===== config.mk =====
export PLATFORM = sky130hd
export DESIGN_NAME = sweep_gate_ctrl
export DESIGN_NICKNAME = d
export VERILOG_FILES = /design/src/rtl/sgc_pkg.sv /design/src/rtl/sgc_edge.sv /design/src/rtl/sgc_main_fsm.sv /design/src/rtl/sgc_dly_fsm.sv /design/src/rtl/sgc_trig_count.sv /design/src/rtl/sweep_gate_ctrl.sv
export SDC_FILE = /design/constraint.sdc
export NUM_CORES = 1
export LEC_CHECK = 0
export BUFFER_PORTS_ARGS = -buffer_cell sky130_fd_sc_hd__buf_2
export CAP_MARGIN = 30
export CORE_UTILIZATION = 58
export CTS_CLUSTER_SIZE = 24
export DETAILED_ROUTE_END_ITERATION = 8
export GPL_ROUTABILITY_DRIVEN = 0
export PLACE_DENSITY_LB_ADDON = 0.3
export SYNTH_ARGS = -nofsm -noshare
export SYNTH_HDL_FRONTEND = slang
export SYNTH_HIERARCHICAL = 1
export SYNTH_SLANG_ARGS = --single-unit

===== constraint.sdc =====
create_clock -name clk -period 3 [get_ports clk]
set_input_delay 0.45 -clock clk [delete_from_list [all_inputs] [get_ports clk]]
set_output_delay 0.45 -clock clk [all_outputs]
set_load 0.02 [all_outputs]

===== src/rtl/sgc_pkg.sv =====
package sgc_pkg;
   typedef enum logic [1:0] {MS_HOLD = 2'd0, MS_ARMED = 2'd1, MS_SWEEP = 2'd2} main_st_t;
   typedef enum logic [1:0] {DS_IDLE = 2'd0, DS_WAIT = 2'd1, DS_RUN = 2'd2, DS_DONE = 2'd3} dly_st_t;
   typedef enum logic [1:0] {VW_MAIN = 2'd0, VW_INTEN = 2'd1, VW_DELAY = 2'd2, VW_ALT = 2'd3} view_t;

   // bit positions inside the gate vector
   localparam int GB_MAIN  = 0;
   localparam int GB_DLY   = 1;
   localparam int GB_Z1    = 2;
   localparam int GB_Z2    = 3;
   localparam int GB_HOLD  = 4;
   localparam int GB_ARMED = 5;
   localparam int GB_ALT   = 6;
   localparam int GB_COUNT = 7;

   // settings word layout
   localparam int CF_VIEW_LSB = 0;
   localparam int CF_MODE     = 2;
   localparam int CF_HO_LSB   = 3;
endpackage


===== src/rtl/sgc_edge.sv =====
module sgc_edge #(
   parameter int N = 2
) (
   input  logic         clk,
   input  logic         rst_n,
   input  logic [N-1:0] lvl,
   output logic [N-1:0] rise
);
   for (genvar i = 0; i < N; i++) begin : g_bit
      logic prev;
      always_ff @(posedge clk) begin
         if (!rst_n) prev <= 1'b0;
         else        prev <= lvl[i];
      end
      assign rise[i] = lvl[i] & ~prev;
   end
endmodule


===== src/rtl/sgc_main_fsm.sv =====
module sgc_main_fsm
   import sgc_pkg::*;
#(
   parameter int HO_W = 8
) (
   input  logic            clk,
   input  logic            rst_n,
   input  logic            trig_rise,
   input  logic            main_end,
   input  logic [HO_W-1:0] holdoff,
   output main_st_t        st,
   output logic            open_evt,
   output logic            close_evt
);
   logic [HO_W-1:0] hcnt;
   main_st_t        nxt;

   always_comb begin
      nxt       = st;
      open_evt  = 1'b0;
      close_evt = 1'b0;
      case (st)
         MS_HOLD:  if (hcnt >= holdoff) nxt = MS_ARMED;
         MS_ARMED: if (trig_rise) begin
            nxt      = MS_SWEEP;
            open_evt = 1'b1;
         end
         MS_SWEEP: if (main_end) begin
            nxt       = MS_HOLD;
            close_evt = 1'b1;
         end
         default:  nxt = MS_HOLD;
      endcase
   end

   always_ff @(posedge clk) begin
      if (!rst_n) begin
         st   <= MS_HOLD;
         hcnt <= '0;
      end else begin
         st <= nxt;
         if (close_evt)          hcnt <= '0;
         else if (st == MS_HOLD) hcnt <= hcnt + 1'b1;
      end
   end
endmodule


===== src/rtl/sgc_dly_fsm.sv =====
module sgc_dly_fsm
   import sgc_pkg::*;
(
   input  logic    clk,
   input  logic    rst_n,
   input  logic    in_sweep,
   input  logic    close_evt,
   input  logic    match,
   input  logic    trig_rise,
   input  logic    dly_end,
   input  logic    trig_mode,
   output dly_st_t st
);
   dly_st_t nxt;

   always_comb begin
      nxt = st;
      if (!in_sweep || close_evt) begin
         nxt = DS_IDLE;
      end else begin
         case (st)
            DS_IDLE: if (match)     nxt = trig_mode ? DS_WAIT : DS_RUN;
            DS_WAIT: if (trig_rise) nxt = DS_RUN;
            DS_RUN:  if (dly_end)   nxt = DS_DONE;
            default: nxt = st;
         endcase
      end
   end

   always_ff @(posedge clk) begin
      if (!rst_n) st <= DS_IDLE;
      else        st <= nxt;
   end
endmodule


===== src/rtl/sgc_trig_count.sv =====
module sgc_trig_count #(
   parameter int CNT_W   = 6,
   parameter int MIN_PER = 3
) (
   input  logic             clk,
   input  logic             rst_n,
   input  logic             open_evt,
   input  logic             close_evt,
   input  logic             in_sweep,
   input  logic             trig_rise,
   output logic [CNT_W-1:0] count,
   output logic             valid,
   output logic             enough
);
   localparam logic [CNT_W-1:0] CMAX = '1;
   localparam logic [CNT_W-1:0] CMIN = CNT_W'(MIN_PER);

   logic [CNT_W-1:0] run;

   always_ff @(posedge clk) begin
      if (!rst_n) begin
         run    <= '0;
         count  <= '0;
         valid  <= 1'b0;
         enough <= 1'b0;
      end else begin
         valid <= close_evt;
         if (open_evt)
            run <= '0;
         else if (in_sweep && trig_rise && run != CMAX)
            run <= run + 1'b1;
         if (close_evt) begin
            count  <= run;
            enough <= (run >= CMIN);
         end
      end
   end
endmodule


===== src/rtl/sweep_gate_ctrl.sv =====
module sweep_gate_ctrl
   import sgc_pkg::*;
#(
   parameter int HO_W        = 8,
   parameter int CNT_W       = 6,
   parameter int MIN_PERIODS = 3,
   localparam int CFG_W      = HO_W + 3
) (
   input  logic                clk,
   input  logic                rst_n,
   input  logic [CFG_W-1:0]    cfg_word,
   input  logic                trig_main,
   input  logic                trig_dly,
   input  logic                dly_match,
   input  logic                dly_end,
   input  logic                main_end,
   output logic [GB_COUNT-1:0] gate_vec,
   output logic [CNT_W-1:0]    trig_count,
   output logic                cnt_valid,
   output logic                auto_ok
);
   initial begin
      if (HO_W < 1)  $error("HO_W must be at least 1");
      if (CNT_W < 2) $error("CNT_W must be at least 2");
      if (MIN_PERIODS < 1 || MIN_PERIODS > (2 ** CNT_W) - 1)
         $error("MIN_PERIODS out of counter range");
   end

   view_t     view;
   logic      trig_mode;
   logic [HO_W-1:0] holdoff;
   logic [1:0] rises;
   main_st_t  mst;
   dly_st_t   dst;
   logic      open_evt, close_evt, in_sweep, dly_open;
   logic      alt_phase, show_inten, show_delay;

   assign view      = view_t'(cfg_word[CF_VIEW_LSB +: 2]);
   assign trig_mode = cfg_word[CF_MODE];
   assign holdoff   = cfg_word[CF_HO_LSB +: HO_W];

   sgc_edge #(.N(2)) u_edge (
      .clk(clk), .rst_n(rst_n), .lvl({trig_dly, trig_main}), .rise(rises)
   );

   sgc_main_fsm #(.HO_W(HO_W)) u_main (
      .clk(clk), .rst_n(rst_n), .trig_rise(rises[0]), .main_end(main_end),
      .holdoff(holdoff), .st(mst), .open_evt(open_evt), .close_evt(close_evt)
   );

   assign in_sweep = (mst == MS_SWEEP);

   sgc_dly_fsm u_dly (
      .clk(clk), .rst_n(rst_n), .in_sweep(in_sweep), .close_evt(close_evt),
      .match(dly_match), .trig_rise(rises[1]), .dly_end(dly_end),
      .trig_mode(trig_mode), .st(dst)
   );

   assign dly_open = (dst == DS_RUN);

   sgc_trig_count #(.CNT_W(CNT_W), .MIN_PER(MIN_PERIODS)) u_cnt (
      .clk(clk), .rst_n(rst_n), .open_evt(open_evt), .close_evt(close_evt),
      .in_sweep(in_sweep), .trig_rise(rises[0]), .count(trig_count),
      .valid(cnt_valid), .enough(auto_ok)
   );

   always_ff @(posedge clk) begin
      if (!rst_n)              alt_phase <= 1'b0;
      else if (view != VW_ALT) alt_phase <= 1'b0;
      else if (close_evt)      alt_phase <= ~alt_phase;
   end

   assign show_inten = (view == VW_INTEN) || (view == VW_ALT && !alt_phase);
   assign show_delay = (view == VW_DELAY) || (view == VW_ALT && alt_phase);

   always_comb begin
      gate_vec           = '0;
      gate_vec[GB_MAIN]  = in_sweep;
      gate_vec[GB_DLY]   = dly_open;
      gate_vec[GB_Z1]    = show_inten & dly_open;
      gate_vec[GB_Z2]    = show_delay & ~dly_open;
      gate_vec[GB_HOLD]  = (mst == MS_HOLD);
      gate_vec[GB_ARMED] = (mst == MS_ARMED);
      gate_vec[GB_ALT]   = alt_phase;
   end
endmodule


==> results_dict.tcl, run 1 <==
set metrics [dict create \
    run_status "finished clean" \
    synth_top_cells_by_area "dfxtp_1 35%, ha_1 11%, mux2i_1 6.0%" \
    start_util_pct 60.8 \
    grt_pass1_vias 1369 \
    synth.top_cell.area_share_pct 34.9 \
    num_io_pins 33 \
    die_width_um 55.5 \
    max_h_tree_level 2 \
    number_of_enable_type_register_cells_in_the_synthesized_netlist 0 \
    critPathRequiredTime_ns 2.55 \
    route.detailed.vias_per_inst 5.61 \
    finalWirelength_um 3150 \
    hold_class "primary input to flip-flop" \
    layout_worst_path_cycle_share_pct 63.7 \
    first_iter_violations 47 \
    coreArea_sq_um 2730 \
    ant_nets 0 \
    drcViolationCount 0 \
    endpoint_kind "output pin" \
    layout_min_cycle_time_ns 1.91 \
    critical_path.startpoint_type "flip-flop" \
    multi_input_comb_area_sq_um 1010 \
    routed_wire_length_per_instance_um 12.9 \
    tritoncts "built" \
    drive_above_1_share_pct 25.4 \
    grt_pass1_wl_um 5640 \
    worstHoldStart "trig_dly" \
    detailedRoute.firstPassIterationCount 4 \
    routed-via-count 1370 \
    hpwlAfterDp_um 2390 \
    die_area_sq_um 3080 \
    post_layout_nonfiller_instances 244 \
    cts_root_buffer "clkbuf_4" \
    tightestPinTransition_ns 0.382 \
    die_h_um 55.5 \
    critical_path.max_fanout 9 \
    grt_use_met1_pct 26.7 \
    hold-path-endpoint "u_edge/g_bit[1].prev$_SDFF_PN0_" \
    finalNetCount 245 \
    power_w 0.000755 \
    placementRows 19 \
    worst_slack_ns 1.09 \
    layout_fillers 229 \
    clock-sinks 29 \
    rsz_0062_raised_after_global_routing "no" \
    finalHoldWorstSlack_ns 0.333 \
    top_usage_layer "met2" \
    post_synth.cell_area_avg_sq_um 9.44 \
    syn_nets 209 \
    clock_insertion_delay_worst_skew_ns 0.33 \
    syn_to_final_growth_pct 15.1 \
    antenna_cells_inserted 0 \
    use_met2_pct 38.6 \
    ys_ff_latch 29 \
    yosysSeqAreaShare_pct 34.9 \
    drv_cap 0 \
    grt_usage_pct 23.3 \
    synth.yosys.warnings 6 \
    post_cts_buffers 0 \
    cellPowerDensity_nw_per_um2 395 \
    postCtsHoldBufs 0 \
    initial_antenna_violation_count 0 \
    post_cts_resized 0 \
    placedCellCount 236 \
    ff2ff_setup_slack_ns 1.22 \
    ys_async_sr_fraction_pct 0 \
    synth_largest_area_cell "dfxtp_1" \
    crit_type "flip-flop to output pin" \
    reg2reg_depth 4 \
    globalRoute.totalOverflow 0 \
    cts_buffer_depth 2 \
    finalSetupViolations 0 \
    regArea_sq_um 581 \
    timing.max_slew.rel_slack_pct 74.5 \
    fmax_mhz 523 \
    final.setup_skew_ns 0.00766 \
    finalSetupTns_ns 0 \
    static-leakage-power_nw 0.870 \
    ir_drop_mv 0.379 \
    pre_cts_ws_ns 1.21 \
    synth_ff_type "dfxtp_1" \
    holdPathStages 2 \
    regToRegEndpoint "u_cnt/run[5]$_SDFFE_PP0P_" \
    cts_made_buffers 5 \
    ys_types 40 \
    synthesis.area_sq_um 1660 \
    global_route.usage.met3_pct 8.43 \
    cts.clk_slew.worst_paths_ns 0.09 \
    numPortBuffers 32 \
    grt_start_max_net_pins 18 \
    regToRegStartpoint "u_main/st[1]$_SDFFE_PN0P_" \
    synth_cells 176 \
    report.final.slew_viol_count 0 \
    worstPathArrival_ns 1.46 \
    timing_hold_violations_final 0 \
]
==> through the flow <==
stage	area, sq um	util, %
2_1_floorplan	1660	-
3_3_place_gp	1840	67.4
3_5_place_dp	1840	67.4
4_1_cts	1910	69.9
5_1_grt	1910	69.9
6_report	1910	69.9
==> worst max-delay path: stages (launching register included) <==
cell and delay [ns]:
dfxtp_1 0.49, nor2b_1 0.39, buf_2 0.25
==> cells in the mapped netlist (2+ instances only) <==
library cell  instances
dfxtp_1              29
nand2_1              16
ha_1                 15
inv_1                13
nor2_1               13
nor2b_1              11
mux2i_1              10
xor2_1                6
a31oi_1               5
and3_1                5
a21oi_1               4
nand4_1               4
nor2b_4               4
o21ai_0               4
and2_1                3
buf_4                 3
nand3_1               3
a2111oi_4             2
nor4_1                2
o21a_1                2
o41ai_1               2
xnor2_1               2
==> worst max path at each step <==
stage	from	to	slack [ns]	cells past startpoint
final	u_main/st[1]$_SDFFE_PN0P_	gate_vec[0]	1.09	2
after CTS	u_main/st[1]$_SDFFE_PN0P_	gate_vec[0]	1.07	2
after global routing	u_main/st[1]$_SDFFE_PN0P_	gate_vec[0]	0.97	2
after detailed placement	cfg_word[3]	u_main/st[0]$_SDFFE_PN0P_	1.21	6
after global placement	cfg_word[3]	u_main/st[0]$_SDFFE_PN0P_	1.29	6
after floorplan	cfg_word[3]	u_main/st[0]$_SDFFE_PN0P_	1.42	5
==> cell usage in the layout, fill, tap and decap left out, types with 4 or more instances in the layout <==
cell and instances:
a21oi_1 4, a31oi_1 5, and3_1 5, buf_2 32, clkbuf_4 5, dfxtp_1 29, ha_1 15, inv_1 13
mux2i_1 10, nand2_1 16, nand4_1 4, nor2_1 13, nor2b_1 11, nor2b_4 4, o21ai_0 4, xor2_1 6
==> power breakdown <==
group	switching, W	internal [W]
Clock	0.000139	0.000136
Combinational	0.0000384	0.0000430
Sequential	0.00000777	0.000392
==> cell type report <==
class,instances,share of cell area [%]
clock inverters,1,0.262
multi-input cells,130,52.6
clock buffers,7,3.40
well taps,31,2.03
inverters,13,2.55
repair buffers,33,8.77
flip-flops and latches,29,30.4
==> registers in the layout, summed over array words and instances (netlist names) <==
signal	count
alt_phase	1
u_cnt/run	6
u_cnt/enough	1
u_edge/g_bit.prev	2
u_cnt/count	6
u_dly/st	2
u_main/hcnt	8
u_cnt/valid	1
u_main/st	2
==> per-layer routing <==
layer  wire length [um]  part of all wire [%]
met5                  0                     0
met4                 63                   2.0
met3                145                   4.6
met2               1570                    50
met1               1370                    43
==> cell families (layout without fill, tap and decap cells) <==
kind of cell	after synthesis	after routing	share of synthesized area (%)
flip-flops	29	29	34.9
AND/OR/NAND/NOR	73	73	26.7
XOR/XNOR	8	8	4.22
AO/OA/AOI/OAI	23	23	11.7
adder cells (fa/ha/maj)	15	15	11.3
buffers and inverters	17	54	4.52
multiplexers	11	11	6.70
(Power assumes the default switching activity.)
==> inputs of run 2 (changes only) <==
CORE_UTILIZATION = 54   (was 58)
clock period = 2 ns   (was 3 ns; I/O delays follow)
==> results_dict.tcl, run 2 (synthesis gave the netlist of run 1 again) <==
set metrics [dict create \
    layout_fillers 225 \
    regToRegEndpoint "u_main/st[0]$_SDFFE_PN0P_" \
    tritoncts "built" \
    largest_register_ff_count 8 \
    cellPowerDensity_nw_per_um2 627 \
    crit_type "flip-flop to output pin" \
    cts.clk_slew.worst_paths_ns 0.09 \
    cts_root_buffer "clkbuf_4" \
    drv_cap 0 \
    num_io_pins 33 \
    grt_usage_pct 21.6 \
    placementRows 19 \
    grt_pass1_wl_um 5460 \
    ant_nets 0 \
    globalRoute.totalOverflow 0 \
    largest_registers "u_main/hcnt: 8 flops, u_cnt/count: 6 flops, u_cnt/run: 6 flops" \
    final_instance_area_sq_um 1930 \
    mostFrequentLayoutCells "32 x buf_2, 29 x dfxtp_1, 16 x nand2_1, 15 x ha_1" \
    failed_checks "DRC" \
    run_status "complete, but fails checks" \
    grt_start_max_net_pins 18 \
    ff2ff_setup_slack_ns 0.36 \
    fmax_mhz 599 \
    static-leakage-power_nw 0.880 \
    tightestPinTransition_ns 0.351 \
    reg2reg_depth 6 \
    cp-endpoint "gate_vec[0]" \
    critical_path.startpoint_type "flip-flop" \
    timing_hold_violations_final 0 \
    grt_pass1_vias 1257 \
    layout_min_cycle_time_ns 1.67 \
    post_cts_buffers 0 \
    coreArea_sq_um 2830 \
    drive_above_1_share_pct 25.2 \
    first_iter_violations 78 \
    clock-sinks 29 \
    syn_to_final_growth_pct 16.4 \
    hold_class "primary input to flip-flop" \
    drcViolationCount 1 \
    placed_area_sq_um 1850 \
    clock_insertion_delay_worst_skew_ns 0.32 \
    critical-path-slowest-cell "dfxtp_1" \
    most_common_cell_after_layout_fill_and_taps_aside "buf_2" \
    initial_antenna_violation_count 0 \
    finalSetupViolations 0 \
    regToRegStartpoint "u_main/hcnt[0]$_SDFFE_PP0P_" \
    ir_drop_mv 0.423 \
    routed-via-count 1329 \
    endpoint_kind "output pin" \
    max_h_tree_level 2 \
    report.final.slew_viol_count 0 \
    hpwlAfterDp_um 2370 \
    rsz_0062_raised_after_global_routing "no" \
    layout_worst_path_cycle_share_pct 83.5 \
    die_width_um 57.5 \
    route.detailed.vias_per_inst 5.42 \
    postCtsHoldBufs 0 \
    critical_path.startpoint "u_main/st[1]$_SDFFE_PN0P_" \
    timing.max_slew.rel_slack_pct 76.6 \
    critical_path.max_fanout 9 \
    max_stage_delay_ns 0.51 \
    cts_buffer_depth 2 \
    routed_wire_length_per_instance_um 12.9 \
    critPathRequiredTime_ns 1.70 \
    die_h_um 57.5 \
    final.setup_skew_ns 0.00596 \
    cts_made_buffers 5 \
    detailedRoute.firstPassIterationCount 9 \
    start_util_pct 58.7 \
    finalNetCount 246 \
    antenna_cells_inserted 0 \
    critical_path.cell_chain "nor2b_1, buf_4, buf_2" \
    numPortBuffers 32 \
    finalWirelength_um 3160 \
    max_flop_register "u_main/hcnt" \
    finalHoldWorstSlack_ns 0.200 \
    worstPathArrival_ns 1.37 \
    die_area_sq_um 3300 \
    finalSetupTns_ns 0 \
    post_cts_resized 0 \
]
## run 2: layer usage
metal | global-route usage, % | vias to the layer above | share of wire, %
met2 | 35.5 | 52 | 48
met1 | 27.6 | 594 | 45
met4 | 6.27 | 0 | 0.82
met5 | 0 | - | 0
li1 | - | 679 | -
met3 | 6.35 | 4 | 6.8
## run 2: worst min-delay path by stage
stage | slack [ns] | depth (start not counted) | endpoint | startpoint
detailed placement | 0.50 | 2 | u_cnt/count[4]$_SDFFE_PN0P_ | u_cnt/count[4]$_SDFFE_PN0P_
CTS | 0.19 | 2 | u_edge/g_bit[0].prev$_SDFF_PN0_ | trig_main
finish | 0.20 | 2 | u_edge/g_bit[0].prev$_SDFF_PN0_ | trig_main
global route | 0.20 | 2 | u_edge/g_bit[0].prev$_SDFF_PN0_ | trig_main
global placement | 0.49 | 2 | u_cnt/count[4]$_SDFFE_PN0P_ | u_cnt/count[4]$_SDFFE_PN0P_
floorplan | 0.42 | 1 | u_main/st[1]$_SDFFE_PN0P_ | rst_n
## run 2: power by group
| part | switching [W] | internal [W] |
|---|---|---|
| Clock | 0.000192 | 0.000298 |
| Sequential | 0.0000124 | 0.000587 |
| Combinational | 0.0000578 | 0.0000645 |
## run 2: area by class of cell
class                   instances  area, sq um  share of cell area [%]
clock buffers                   7         55.1                    2.85
multi-input cells             130         1010                    52.0
clock inverters                 1         30.0                    1.55
inverters                      13         48.8                    2.52
flip-flops and latches         29          581                    30.0
repair buffers                 34          175                    9.06
well taps                      31         38.8                    2.01
## run 2: per-stage QoR
stage	utilization (%)	total power, W	instances	setup slack, ns
floorplan	-	0.000695	176	0.478
global placement	65.4	0.000728	237	0.438
detailed placement	65.4	0.000736	237	0.370
CTS	68.4	0.00122	245	0.325
global route	68.4	0.00127	245	0.223
finish	68.4	0.00121	245	0.330
## run 2: critical path: cells and delay by family (launching register included)
family	cells	cell delay, ns
DFF	1	0.51
buffers and inverters	2	0.32
and+or+nand+nor	1	0.22
==> inputs of run 3 (changes only) <==
CORE_UTILIZATION = 49   (was 54)
clock period = 1.4 ns   (was 2 ns; I/O delays follow)
==> results_dict.tcl, run 3 (synthesis gave the netlist of run 1 again) <==
set metrics [dict create \
    power.clock.fraction_pct 35.8 \
    cts_buffer_depth 2 \
    rsz_0062_raised_after_global_routing "yes" \
    endpoint_kind "output pin" \
    layout_min_cycle_time_ns 1.44 \
    fmax_mhz 692 \
    die_area_sq_um 3630 \
    clock-sinks 29 \
    final_util_pct 66.5 \
    grt_usage_pct 21.9 \
    cellPowerDensity_nw_per_um2 788 \
    cts_made_buffers 5 \
    initial_antenna_violation_count 0 \
    finalWirelength_um 3510 \
    run_status "complete, but fails checks" \
    first_iter_violations 42 \
    postCtsHoldBufs 0 \
    worstPathArrival_ns 1.23 \
    routed-via-count 1384 \
    max_stage_delay_ns 0.34 \
    most_common_cell_after_layout_fill_and_taps_aside "buf_2" \
    cts.clk_slew.worst_paths_ns 0.10 \
    layout_worst_path_cycle_share_pct 103 \
    grt_pass1_wl_um 5810 \
    finalSetupViolations 2 \
    numPortBuffers 32 \
    drv_cap 0 \
    failed_checks "setup timing" \
    p_int_w 0.00124 \
    critical-path-slowest-cell "dfxtp_2" \
    holdPathStages 2 \
    worst_slack_ns -0.0448 \
    globalRoute.totalOverflow 0 \
    hold_class "primary input to flip-flop" \
    coreArea_sq_um 3130 \
    mostFrequentLayoutCells "29 x buf_2, 23 x dfxtp_1, 16 x nand2_1, 13 x nor2_1" \
    die_width_um 60.2 \
    drcViolationCount 0 \
    timing.max_slew.rel_slack_pct 76.9 \
    cts_root_buffer "clkbuf_4" \
    detailedRoute.firstPassIterationCount 4 \
    tritoncts "built" \
    clock_insertion_delay_worst_skew_ns 0.33 \
    drive_above_1_share_pct 35.7 \
    ant_nets 0 \
    largest_registers "u_main/hcnt: 8 flops, u_cnt/count: 6 flops, u_cnt/run: 6 flops" \
    die_h_um 60.2 \
    tightestPinTransition_ns 0.347 \
    final.setup_skew_ns 0.0143 \
    timing_hold_violations_final 0 \
    grt_start_max_net_pins 12 \
    critical_path.startpoint_type "flip-flop" \
    route.detailed.vias_per_inst 5.16 \
    critical_path.cell_chain "buf_6, nor2b_4, and3_4, buf_6" \
    placementRows 20 \
    critPathRequiredTime_ns 1.19 \
    crit_type "flip-flop to output pin" \
    antenna_cells_inserted 0 \
    routed_wire_length_per_instance_um 13.1 \
    seq_power_share_pct 52.0 \
    cpMostUsedCell "buf_6" \
    static-leakage-power_nw 0.926 \
    grt_pass1_vias 1347 \
    max_h_tree_level 2 \
    report.final.slew_viol_count 0 \
    p_switching_w 0.000402 \
    num_io_pins 33 \
    power_frac_comb_pct 12.3 \
    reg2reg_depth 6 \
    max_flop_register "u_main/hcnt" \
    largest_register_ff_count 8 \
    hpwlAfterDp_um 2620 \
    finalHoldWorstSlack_ns 0.0945 \
    switching_share_pct 24.5 \
    critical_path.max_fanout 4 \
    power_w 0.00164 \
    start_util_pct 53.1 \
    syn_to_final_growth_pct 25.2 \
    finalNetCount 256 \
    ir_drop_mv 0.502 \
    post_layout_nonfiller_instances 268 \
    pre_cts_ws_ns -0.0897 \
    placedCellCount 258 \
]
[run 3: cell type report]
| class | instances | area, sq um |
|---|---|---|
| Fill cell | 269 | 1050 |
| Clock buffer | 7 | 65.1 |
| Tap cell | 44 | 55.1 |
| Clock inverter | 1 | 5.00 |
| Inverter | 13 | 48.8 |
| Multi-Input combinational cell | 130 | 1050 |
| Sequential cell | 29 | 591 |
| Timing Repair Buffer | 44 | 269 |
[run 3: final timing paths]
kind                                                  start                              end  slack, ns
worst max-delay path               u_dly/st[1]$_SDFFE_PP0P_                      gate_vec[2]      -0.04
worst min-delay path                               trig_dly  u_edge/g_bit[1].prev$_SDFF_PN0_       0.09
worst max register to register  u_main/hcnt[0]$_SDFFE_PP0P_        u_main/st[0]$_SDFFE_PN0P_          0
worst min register to register  u_main/hcnt[1]$_SDFFE_PP0P_      u_main/hcnt[1]$_SDFFE_PP0P_       0.52
[run 3: timing repair]
item / CTS / global route
gates resized for setup: 12 / 7
pin swaps: 7 / 1
gates cloned: 0 / 0
endpoints found under the setup margin: 7 / 10
buffers inserted: 1 / 1
[run 3: metal layers]
metal / up-vias / wire, um / track usage, %
met4: 0 / 69 / 9.30
met1: 641 / 1490 / 25.1
met2: 34 / 1810 / 38.0
met3: 8 / 143 / 5.84
li1: 701 / - / -
met5: - / 0 / 0
[run 3: power groups by stage]
stage / logic (W) / registers (W) / clock network [W]
4_1_cts: 0.000200 / 0.000853 / 0.000606
5_1_grt: 0.000224 / 0.000856 / 0.000646
3_5_place_dp: 0.000191 / 0.000871 / 0
6_report: 0.000201 / 0.000852 / 0.000586
2_1_floorplan: 0.000122 / 0.000872 / 0
3_3_place_gp: 0.000181 / 0.000870 / 0
[run 3: critical path: cells and delay by family, from the launching register on]
kind / cells / cell delay (ns)
AND/OR/NAND/NOR: 2 / 0.35
buffers and inverters: 2 / 0.21
flip-flops: 1 / 0.34
[run 3: per-stage QoR]
stage	cell area [sq um]	setup TNS [ns]
3_3_place_gp	1940	-0.0459
4_1_cts	2050	-0.108
3_5_place_dp	1940	-0.102
6_report	2080	-0.0845
5_1_grt	2080	-0.363
2_1_floorplan	1670	-0.0612
